## config.mk

```make
export PLATFORM = sky130hd
export DESIGN_NAME = evpwr_meter
export DESIGN_NICKNAME = d
export VERILOG_FILES = /design/src/rtl/evpwr_pkg.sv /design/src/rtl/evpwr_regs.sv /design/src/rtl/evpwr_cycle_sum.sv /design/src/rtl/evpwr_window.sv /design/src/rtl/evpwr_stats.sv /design/src/rtl/evpwr_meter.sv
export SDC_FILE = /design/constraint.sdc
export NUM_CORES = 1
export LEC_CHECK = 0
export BUFFER_PORTS_ARGS = -buffer_cell sky130_fd_sc_hd__buf_2
export CAP_MARGIN = 15
export CELL_PAD_IN_SITES_DETAIL_PLACEMENT = 1
export CELL_PAD_IN_SITES_GLOBAL_PLACEMENT = 1
export CORE_MARGIN = 2
export CORE_UTILIZATION = 54
export CTS_CLUSTER_SIZE = 16
export DETAILED_ROUTE_END_ITERATION = 12
export GPL_TIMING_DRIVEN = 0
export PLACE_DENSITY = 0.89
export SETUP_SLACK_MARGIN = 0.15
export SLEW_MARGIN = 20
export SYNTH_ARGS = -nofsm -noshare
export SYNTH_HDL_FRONTEND = slang
export SYNTH_SLANG_ARGS = --single-unit
```

## constraint.sdc

```tcl
create_clock -name clk -period 42.8 [get_ports clk]
set_input_delay 6.42 -clock clk [delete_from_list [all_inputs] [get_ports clk]]
set_output_delay 6.42 -clock clk [all_outputs]
set_load 0.05 [all_outputs]
```

## src/rtl/evpwr_pkg.sv

```systemverilog
package evpwr_pkg;

   localparam int N_EVENTS = 6;
   localparam int N_GROUPS = 3;

   typedef enum logic [3:0] {
      A_W_JUMP   = 4'd0,
      A_W_ARITH  = 4'd1,
      A_W_COPROC = 4'd2,
      A_W_RFILE  = 4'd3,
      A_W_CHIT   = 4'd4,
      A_W_CMISS  = 4'd5,
      A_SC_INSTR = 4'd6,
      A_SC_PIPE  = 4'd7,
      A_SC_CACHE = 4'd8,
      A_WINDOW   = 4'd9,
      A_CTRL     = 4'd10,
      A_SAMPLE   = 4'd11,
      A_PEAK     = 4'd12,
      A_SUM      = 4'd13,
      A_COUNT    = 4'd14
   } reg_addr_e;

   // group membership of each event class: 0 instruction, 1 pipeline, 2 cache
   function automatic int unsigned event_group(int unsigned ev);
      if (ev < 3) return 0;
      else if (ev == 3) return 1;
      else return 2;
   endfunction

   // reset weight of each event class in half units
   function automatic int unsigned weight_halves(int unsigned ev);
      case (ev)
         0: return 4;
         1: return 2;
         2: return 24;
         3: return 2;
         4: return 3;
         default: return 20;
      endcase
   endfunction

endpackage

```

## src/rtl/evpwr_regs.sv

```systemverilog
module evpwr_regs
   import evpwr_pkg::*;
#(
   parameter int W_W     = 8,
   parameter int S_W     = 8,
   parameter int FRAC    = 2,
   parameter int K_W     = 16,
   parameter int K_RESET = 16,
   parameter int RD_W    = 32
) (
   input  logic                               clk,
   input  logic                               rst_n,
   input  logic                               wr_en,
   input  logic [3:0]                         wr_addr,
   input  logic [RD_W-1:0]                    wr_data,
   output logic [N_EVENTS-1:0][W_W-1:0]       weight_o,
   output logic [N_GROUPS-1:0][S_W-1:0]       scale_o,
   output logic [K_W-1:0]                     window_o,
   output logic                               clear_o
);

   localparam int WIN_ADDR   = int'(A_WINDOW);
   localparam int SCALE_BASE = int'(A_SC_INSTR);

   for (genvar i = 0; i < N_EVENTS; i++) begin : g_weight
      always_ff @(posedge clk or negedge rst_n) begin
         if (!rst_n)
            weight_o[i] <= W_W'(weight_halves(i) << (FRAC - 1));
         else if (wr_en && wr_addr == 4'(i))
            weight_o[i] <= wr_data[W_W-1:0];
      end
   end

   for (genvar g = 0; g < N_GROUPS; g++) begin : g_scale
      always_ff @(posedge clk or negedge rst_n) begin
         if (!rst_n)
            scale_o[g] <= S_W'(1 << FRAC);
         else if (wr_en && wr_addr == 4'(SCALE_BASE + g))
            scale_o[g] <= wr_data[S_W-1:0];
      end
   end

   always_ff @(posedge clk or negedge rst_n) begin
      if (!rst_n)
         window_o <= K_W'(K_RESET);
      else if (wr_en && wr_addr == 4'(WIN_ADDR))
         window_o <= wr_data[K_W-1:0];
   end

   assign clear_o = wr_en && (wr_addr == A_CTRL) && wr_data[0];

endmodule

```

## src/rtl/evpwr_cycle_sum.sv

```systemverilog
module evpwr_cycle_sum
   import evpwr_pkg::*;
#(
   parameter int W_W  = 8,
   parameter int S_W  = 8,
   parameter int FRAC = 2,
   parameter int CE_W = 19
) (
   input  logic [N_EVENTS-1:0]           ev_i,
   input  logic [N_EVENTS-1:0][W_W-1:0]  weight_i,
   input  logic [N_GROUPS-1:0][S_W-1:0]  scale_i,
   output logic [CE_W-1:0]               energy_o
);

   localparam int GS_W   = W_W + $clog2(N_EVENTS + 1);
   localparam int PROD_W = GS_W + S_W;
   localparam int TOT_W  = PROD_W + $clog2(N_GROUPS + 1);

   if (CE_W != TOT_W - FRAC) begin : g_bad_width
      $error("evpwr_cycle_sum: CE_W must equal TOT_W - FRAC");
   end

   logic [N_GROUPS-1:0][GS_W-1:0]   grp_sum;
   logic [N_GROUPS-1:0][PROD_W-1:0] grp_prod;
   logic [TOT_W-1:0]                total;

   for (genvar g = 0; g < N_GROUPS; g++) begin : g_group
      always_comb begin
         grp_sum[g] = '0;
         for (int i = 0; i < N_EVENTS; i++) begin
            if (event_group(i) == g && ev_i[i])
               grp_sum[g] = grp_sum[g] + GS_W'(weight_i[i]);
         end
      end
      assign grp_prod[g] = PROD_W'(grp_sum[g]) * PROD_W'(scale_i[g]);
   end

   always_comb begin
      total = '0;
      for (int g = 0; g < N_GROUPS; g++)
         total = total + TOT_W'(grp_prod[g]);
   end

   assign energy_o = CE_W'(total >> FRAC);

endmodule

```

## src/rtl/evpwr_window.sv

```systemverilog
module evpwr_window #(
   parameter int K_W     = 16,
   parameter int K_RESET = 16,
   parameter int ACC_W   = 24,
   parameter int CE_W    = 19
) (
   input  logic             clk,
   input  logic             rst_n,
   input  logic [K_W-1:0]   window_i,
   input  logic [CE_W-1:0]  energy_i,
   output logic             sample_valid_o,
   output logic [ACC_W-1:0] sample_data_o
);

   localparam int SW = ((ACC_W > CE_W) ? ACC_W : CE_W) + 1;
   localparam logic [SW-1:0] ACC_MAX = SW'({ACC_W{1'b1}});

   logic [K_W-1:0]   k_act;
   logic [K_W-1:0]   pos;
   logic [K_W-1:0]   k_next;
   logic [ACC_W-1:0] acc;
   logic [SW-1:0]    wide;
   logic [ACC_W-1:0] acc_next;
   logic             last;

   assign k_next   = (window_i == '0) ? K_W'(1) : window_i;
   assign last     = (pos == k_act - K_W'(1));
   assign wide     = SW'(acc) + SW'(energy_i);
   assign acc_next = (wide > ACC_MAX) ? {ACC_W{1'b1}} : wide[ACC_W-1:0];

   always_ff @(posedge clk or negedge rst_n) begin
      if (!rst_n) begin
         k_act <= (K_RESET == 0) ? K_W'(1) : K_W'(K_RESET);
         pos   <= '0;
         acc   <= '0;
      end else if (last) begin
         k_act <= k_next;
         pos   <= '0;
         acc   <= '0;
      end else begin
         pos   <= pos + K_W'(1);
         acc   <= acc_next;
      end
   end

   assign sample_valid_o = last;
   assign sample_data_o  = acc_next;

endmodule

```

## src/rtl/evpwr_stats.sv

```systemverilog
module evpwr_stats #(
   parameter int ACC_W = 24,
   parameter int SUM_W = 32,
   parameter int CNT_W = 16
) (
   input  logic             clk,
   input  logic             rst_n,
   input  logic             clear_i,
   input  logic             sample_valid_i,
   input  logic [ACC_W-1:0] sample_data_i,
   output logic [ACC_W-1:0] peak_o,
   output logic [SUM_W-1:0] sum_o,
   output logic [CNT_W-1:0] count_o,
   output logic [ACC_W-1:0] last_o
);

   logic [SUM_W:0]   sum_wide;
   logic [SUM_W-1:0] sum_next;
   logic [CNT_W-1:0] cnt_next;

   assign sum_wide = {1'b0, sum_o} + (SUM_W + 1)'(sample_data_i);
   assign sum_next = sum_wide[SUM_W] ? {SUM_W{1'b1}} : sum_wide[SUM_W-1:0];
   assign cnt_next = (&count_o) ? count_o : count_o + CNT_W'(1);

   always_ff @(posedge clk or negedge rst_n) begin
      if (!rst_n) begin
         peak_o  <= '0;
         sum_o   <= '0;
         count_o <= '0;
         last_o  <= '0;
      end else if (clear_i) begin
         peak_o  <= '0;
         sum_o   <= '0;
         count_o <= '0;
      end else if (sample_valid_i) begin
         if (sample_data_i > peak_o)
            peak_o <= sample_data_i;
         sum_o   <= sum_next;
         count_o <= cnt_next;
         last_o  <= sample_data_i;
      end
   end

endmodule

```

## src/rtl/evpwr_meter.sv

```systemverilog
module evpwr_meter
   import evpwr_pkg::*;
#(
   parameter int W_W     = 8,
   parameter int S_W     = 8,
   parameter int FRAC    = 2,
   parameter int K_W     = 16,
   parameter int K_RESET = 16,
   parameter int ACC_W   = 24,
   parameter int SUM_W   = 32,
   parameter int CNT_W   = 16,
   parameter int RD_W    = 32
) (
   input  logic                clk,
   input  logic                rst_n,
   input  logic [N_EVENTS-1:0] ev_i,
   input  logic                wr_en,
   input  logic [3:0]          wr_addr,
   input  logic [RD_W-1:0]     wr_data,
   input  logic [3:0]          rd_addr,
   output logic [RD_W-1:0]     rd_data,
   output logic                sample_valid,
   output logic [ACC_W-1:0]    sample_data
);

   localparam int CE_W = W_W + $clog2(N_EVENTS + 1) + S_W + $clog2(N_GROUPS + 1) - FRAC;
   localparam int SCALE_BASE = int'(A_SC_INSTR);

   if (FRAC < 1 || W_W < FRAC + 4 || S_W < FRAC + 1) begin : g_bad_fixed
      $error("evpwr_meter: weight or scale too narrow for the reset values");
   end
   if (SUM_W < ACC_W || RD_W < SUM_W || RD_W < ACC_W || RD_W < CNT_W || RD_W < K_W) begin : g_bad_stats
      $error("evpwr_meter: statistics or read width too small");
   end

   logic [N_EVENTS-1:0][W_W-1:0] w_cfg;
   logic [N_GROUPS-1:0][S_W-1:0] s_cfg;
   logic [K_W-1:0]               k_cfg;
   logic                         stat_clr;
   logic [CE_W-1:0]              energy;
   logic [ACC_W-1:0]             peak_q;
   logic [SUM_W-1:0]             sum_q;
   logic [CNT_W-1:0]             cnt_q;
   logic [ACC_W-1:0]             last_q;

   evpwr_regs #(
      .W_W(W_W), .S_W(S_W), .FRAC(FRAC), .K_W(K_W), .K_RESET(K_RESET), .RD_W(RD_W)
   ) u_regs (
      .clk(clk), .rst_n(rst_n), .wr_en(wr_en), .wr_addr(wr_addr), .wr_data(wr_data),
      .weight_o(w_cfg), .scale_o(s_cfg), .window_o(k_cfg), .clear_o(stat_clr)
   );

   evpwr_cycle_sum #(
      .W_W(W_W), .S_W(S_W), .FRAC(FRAC), .CE_W(CE_W)
   ) u_sum (
      .ev_i(ev_i), .weight_i(w_cfg), .scale_i(s_cfg), .energy_o(energy)
   );

   evpwr_window #(
      .K_W(K_W), .K_RESET(K_RESET), .ACC_W(ACC_W), .CE_W(CE_W)
   ) u_win (
      .clk(clk), .rst_n(rst_n), .window_i(k_cfg), .energy_i(energy),
      .sample_valid_o(sample_valid), .sample_data_o(sample_data)
   );

   evpwr_stats #(
      .ACC_W(ACC_W), .SUM_W(SUM_W), .CNT_W(CNT_W)
   ) u_stats (
      .clk(clk), .rst_n(rst_n), .clear_i(stat_clr), .sample_valid_i(sample_valid),
      .sample_data_i(sample_data), .peak_o(peak_q), .sum_o(sum_q), .count_o(cnt_q),
      .last_o(last_q)
   );

   always_comb begin
      rd_data = '0;
      for (int i = 0; i < N_EVENTS; i++)
         if (rd_addr == 4'(i)) rd_data = RD_W'(w_cfg[i]);
      for (int g = 0; g < N_GROUPS; g++)
         if (rd_addr == 4'(SCALE_BASE + g)) rd_data = RD_W'(s_cfg[g]);
      case (rd_addr)
         A_WINDOW: rd_data = RD_W'(k_cfg);
         A_SAMPLE: rd_data = RD_W'(last_q);
         A_PEAK:   rd_data = RD_W'(peak_q);
         A_SUM:    rd_data = RD_W'(sum_q);
         A_COUNT:  rd_data = RD_W'(cnt_q);
         default:  ;
      endcase
   end

endmodule

```

==> out/metrics.csv <==
metric,value,unit
outcome,"complete, no violations",
finalClockSkew,0.0268,ns
hold_violations,0,
post-route-drc-count,0,
async_reset_ff_share,100,%
drtIter0Drc,1664,
num_rows,75,
grt-ovfl-total,0,
ys_types,81,
critPathArrivalTime,19.57,ns
grt_max_degree,74,
via_per_inst,6.35,
synthesis.area,0.0229,mm^2
hpwl,61.2,mm
grt_busiest_layer,met2,
clock_sinks,240,
drt-total-wl,79.7,mm
ant_nets,0,
use_met1,43.4,%
layout_common_cells,"373 x inv_1, 226 x dfrtp_1, 201 x ha_1",
n_fill_cell,4845,
use_met3,4.86,%
area_growth,9.53,%
cp_common_cell,fa_1,
synth_area_per_cell,9.30,um^2
synth_seq_cells,240,
crit_type,input pin to primary output,
worstSkewPairLatency,0.59,ns
ys.flop_type,dfrtp_1,
grt_util_met2,63.8,%
drive_gt1_share,11.4,%
grt.total_usage,36.9,%
cp_slowest_cell,xor2_1,
startpoint,ev_i[0],
hp-class,flop to flop,
numCtsBuffers,29,
required,36.38,ns
fmax,38.5,MHz
cts_tree,done,
n_antenna_cell,0,
hp-start,u_stats.last_o[22],
seq_area_frac_synth,26.3,%
tightest_slew,1.24,ns
syn-num-nets,2903,
crit_fanout,10,
vias,19900,
dr.pass1.iters,6,
cts_resized,0,
worstSetupStartpointType,input pin,
cp-end-kind,primary output,
setup_viol,0,
final_common_cell,inv_1,
wl_per_cell,25.4,um
start_util,54.7,%
fin_tns_setup,0,ns
clk_path_buf_depth,3,
finalInstanceArea,0.0251,mm^2
portBuffers,75,
htree_levels,1,
ios,106,
final_max_slew_viol_count,0,
grt_pass1_vias,22300,
post_dp_cell_area,0.0241,mm^2
drv_cap,0,
clkTransAtPathRegs,0.06,ns
slew-limit-headroom,16.8,%
fin_nets,3012,
postCtsSetupBuffers,0,
fp.dieH,210,um
synth_cells,2466,
critPathMaxStageDelay,0.90,ns
die_x,210,um
ctsHoldBuffers,0,
gp_congestion,0.956,
reg2reg_from,u_regs.weight_o[0],
seqCellArea,0.00602,mm^2
multi_input_area,0.0151,mm^2
finalCriticalPeriod,25.99,ns
grt_pass1_wl,125,mm
rsz0062_at_grt,false,
ys_warn_count,0,
dieArea,0.0441,mm^2
fin_crit_sh,60.7,%
cts_root_buf,clkbuf_16,
synth-edff-count,0,
antenna_found_initial,0,
core-area,0.0419,mm^2
## routing by layer
metal / routed length, um / share of wire [%] / up-vias
li1: - / - / 8541
met1: 30200 / 38 / 10200
met2: 39200 / 49 / 876
met3: 4460 / 5.6 / 313
met4: 5770 / 7.2 / 0
met5: 0 / 0 / -
## logic make-up (layout without fill, tap and decap cells)
logic type	count (synthesis)	in the layout	synth area share, %
mux	128	128	6.44
flops	240	240	26.3
xor+xnor	105	105	4.01
compound gates	406	406	12.0
simple gates	719	719	16.0
fa+ha+maj	388	388	27.3
buf+inv	480	611	7.95
## metrics by stage
stage	instances	util (%)	setup slack (ns)	hold WS (ns)
final	3136	59.9	16.81	0.487
after global routing	3136	59.9	16.33	0.526
after CTS	3136	59.8	17.05	0.485
after detailed placement	3083	57.4	17.20	0.472
after global placement	3080	57.2	17.70	0.465
after floorplan	2466	-	19.71	0.449
## cell usage after synthesis (9+ instances only)
cell,count,area (um^2)
nand4_1,25,156
a21oi_1,90,450
nand3_1,67,335
a22o_1,10,87.6
ha_1,201,2510
nor3_1,50,250
nand2_1,173,649
xnor2_1,62,543
dfstp_2,14,368
o211ai_1,13,97.6
mux2_2,116,1310
o21bai_1,13,97.6
a21o_1,28,210
nor2_1,141,529
and3_1,72,450
a311oi_1,10,87.6
inv_1,373,1400
a22oi_1,21,158
a31oi_1,10,62.6
a222oi_1,23,230
dfrtp_1,226,5660
o2bb2ai_1,20,175
buf_1,14,52.6
clkbuf_1,84,315
and2_1,92,576
o21a_1,15,113
a221oi_1,9,78.8
a211oi_1,10,75.1
fa_1,187,3740
o21ai_0,87,435
nor2b_1,28,175
or3_1,10,62.6
xor2_1,43,377
nand2b_1,15,93.8
## final cells by class
| cell class | count | area share (%) |
|---|---|---|
| flip-flops and latches | 240 | 24.0 |
| clock inverters | 10 | 0.573 |
| plain buffers | 107 | 1.68 |
| clock buffers | 43 | 3.50 |
| well taps | 539 | 2.69 |
| repair buffers | 78 | 1.86 |
| inverters | 373 | 5.58 |
| multi-input cells | 1746 | 60.1 |
## registers in the layout, indices dropped and copies added (netlist names)
register         count
u_stats.sum_o       32
u_stats.peak_o      24
u_regs.scale_o      24
u_win.pos           16
u_win.k_act         16
u_regs.window_o     16
u_stats.last_o      24
u_win.acc           24
u_regs.weight_o     48
u_stats.count_o     16
## path summary, 6_finish.rpt
path / cells past startpoint / slack [ns] / endpoint
max: 48 / 16.81 / sample_data[6]
min: 2 / 0.49 / u_stats.last_o[22]
max reg2reg: 57 / 26.11 / u_stats.sum_o[3]
min reg2reg: 2 / 0.49 / u_stats.last_o[22]
max in group asynchronous: 3 / 35.97 / u_regs.weight_o[43]
min in group asynchronous: 1 / 5.73 / u_win.pos[11]
## worst max-delay path: cells and delay by family
family,cells,cell delay (ns)
AO/OA/AOI/OAI,14,2.95
multiplexers,1,0.29
adder cells (fa/ha/maj),12,5.38
buffers and inverters,11,1.56
XOR/XNOR,3,1.33
AND/OR/NAND/NOR,7,1.61
Power is left out: the tool's default activity adds up to more than one toggle a clock period on the data nets, which glitch-free logic cannot reach.
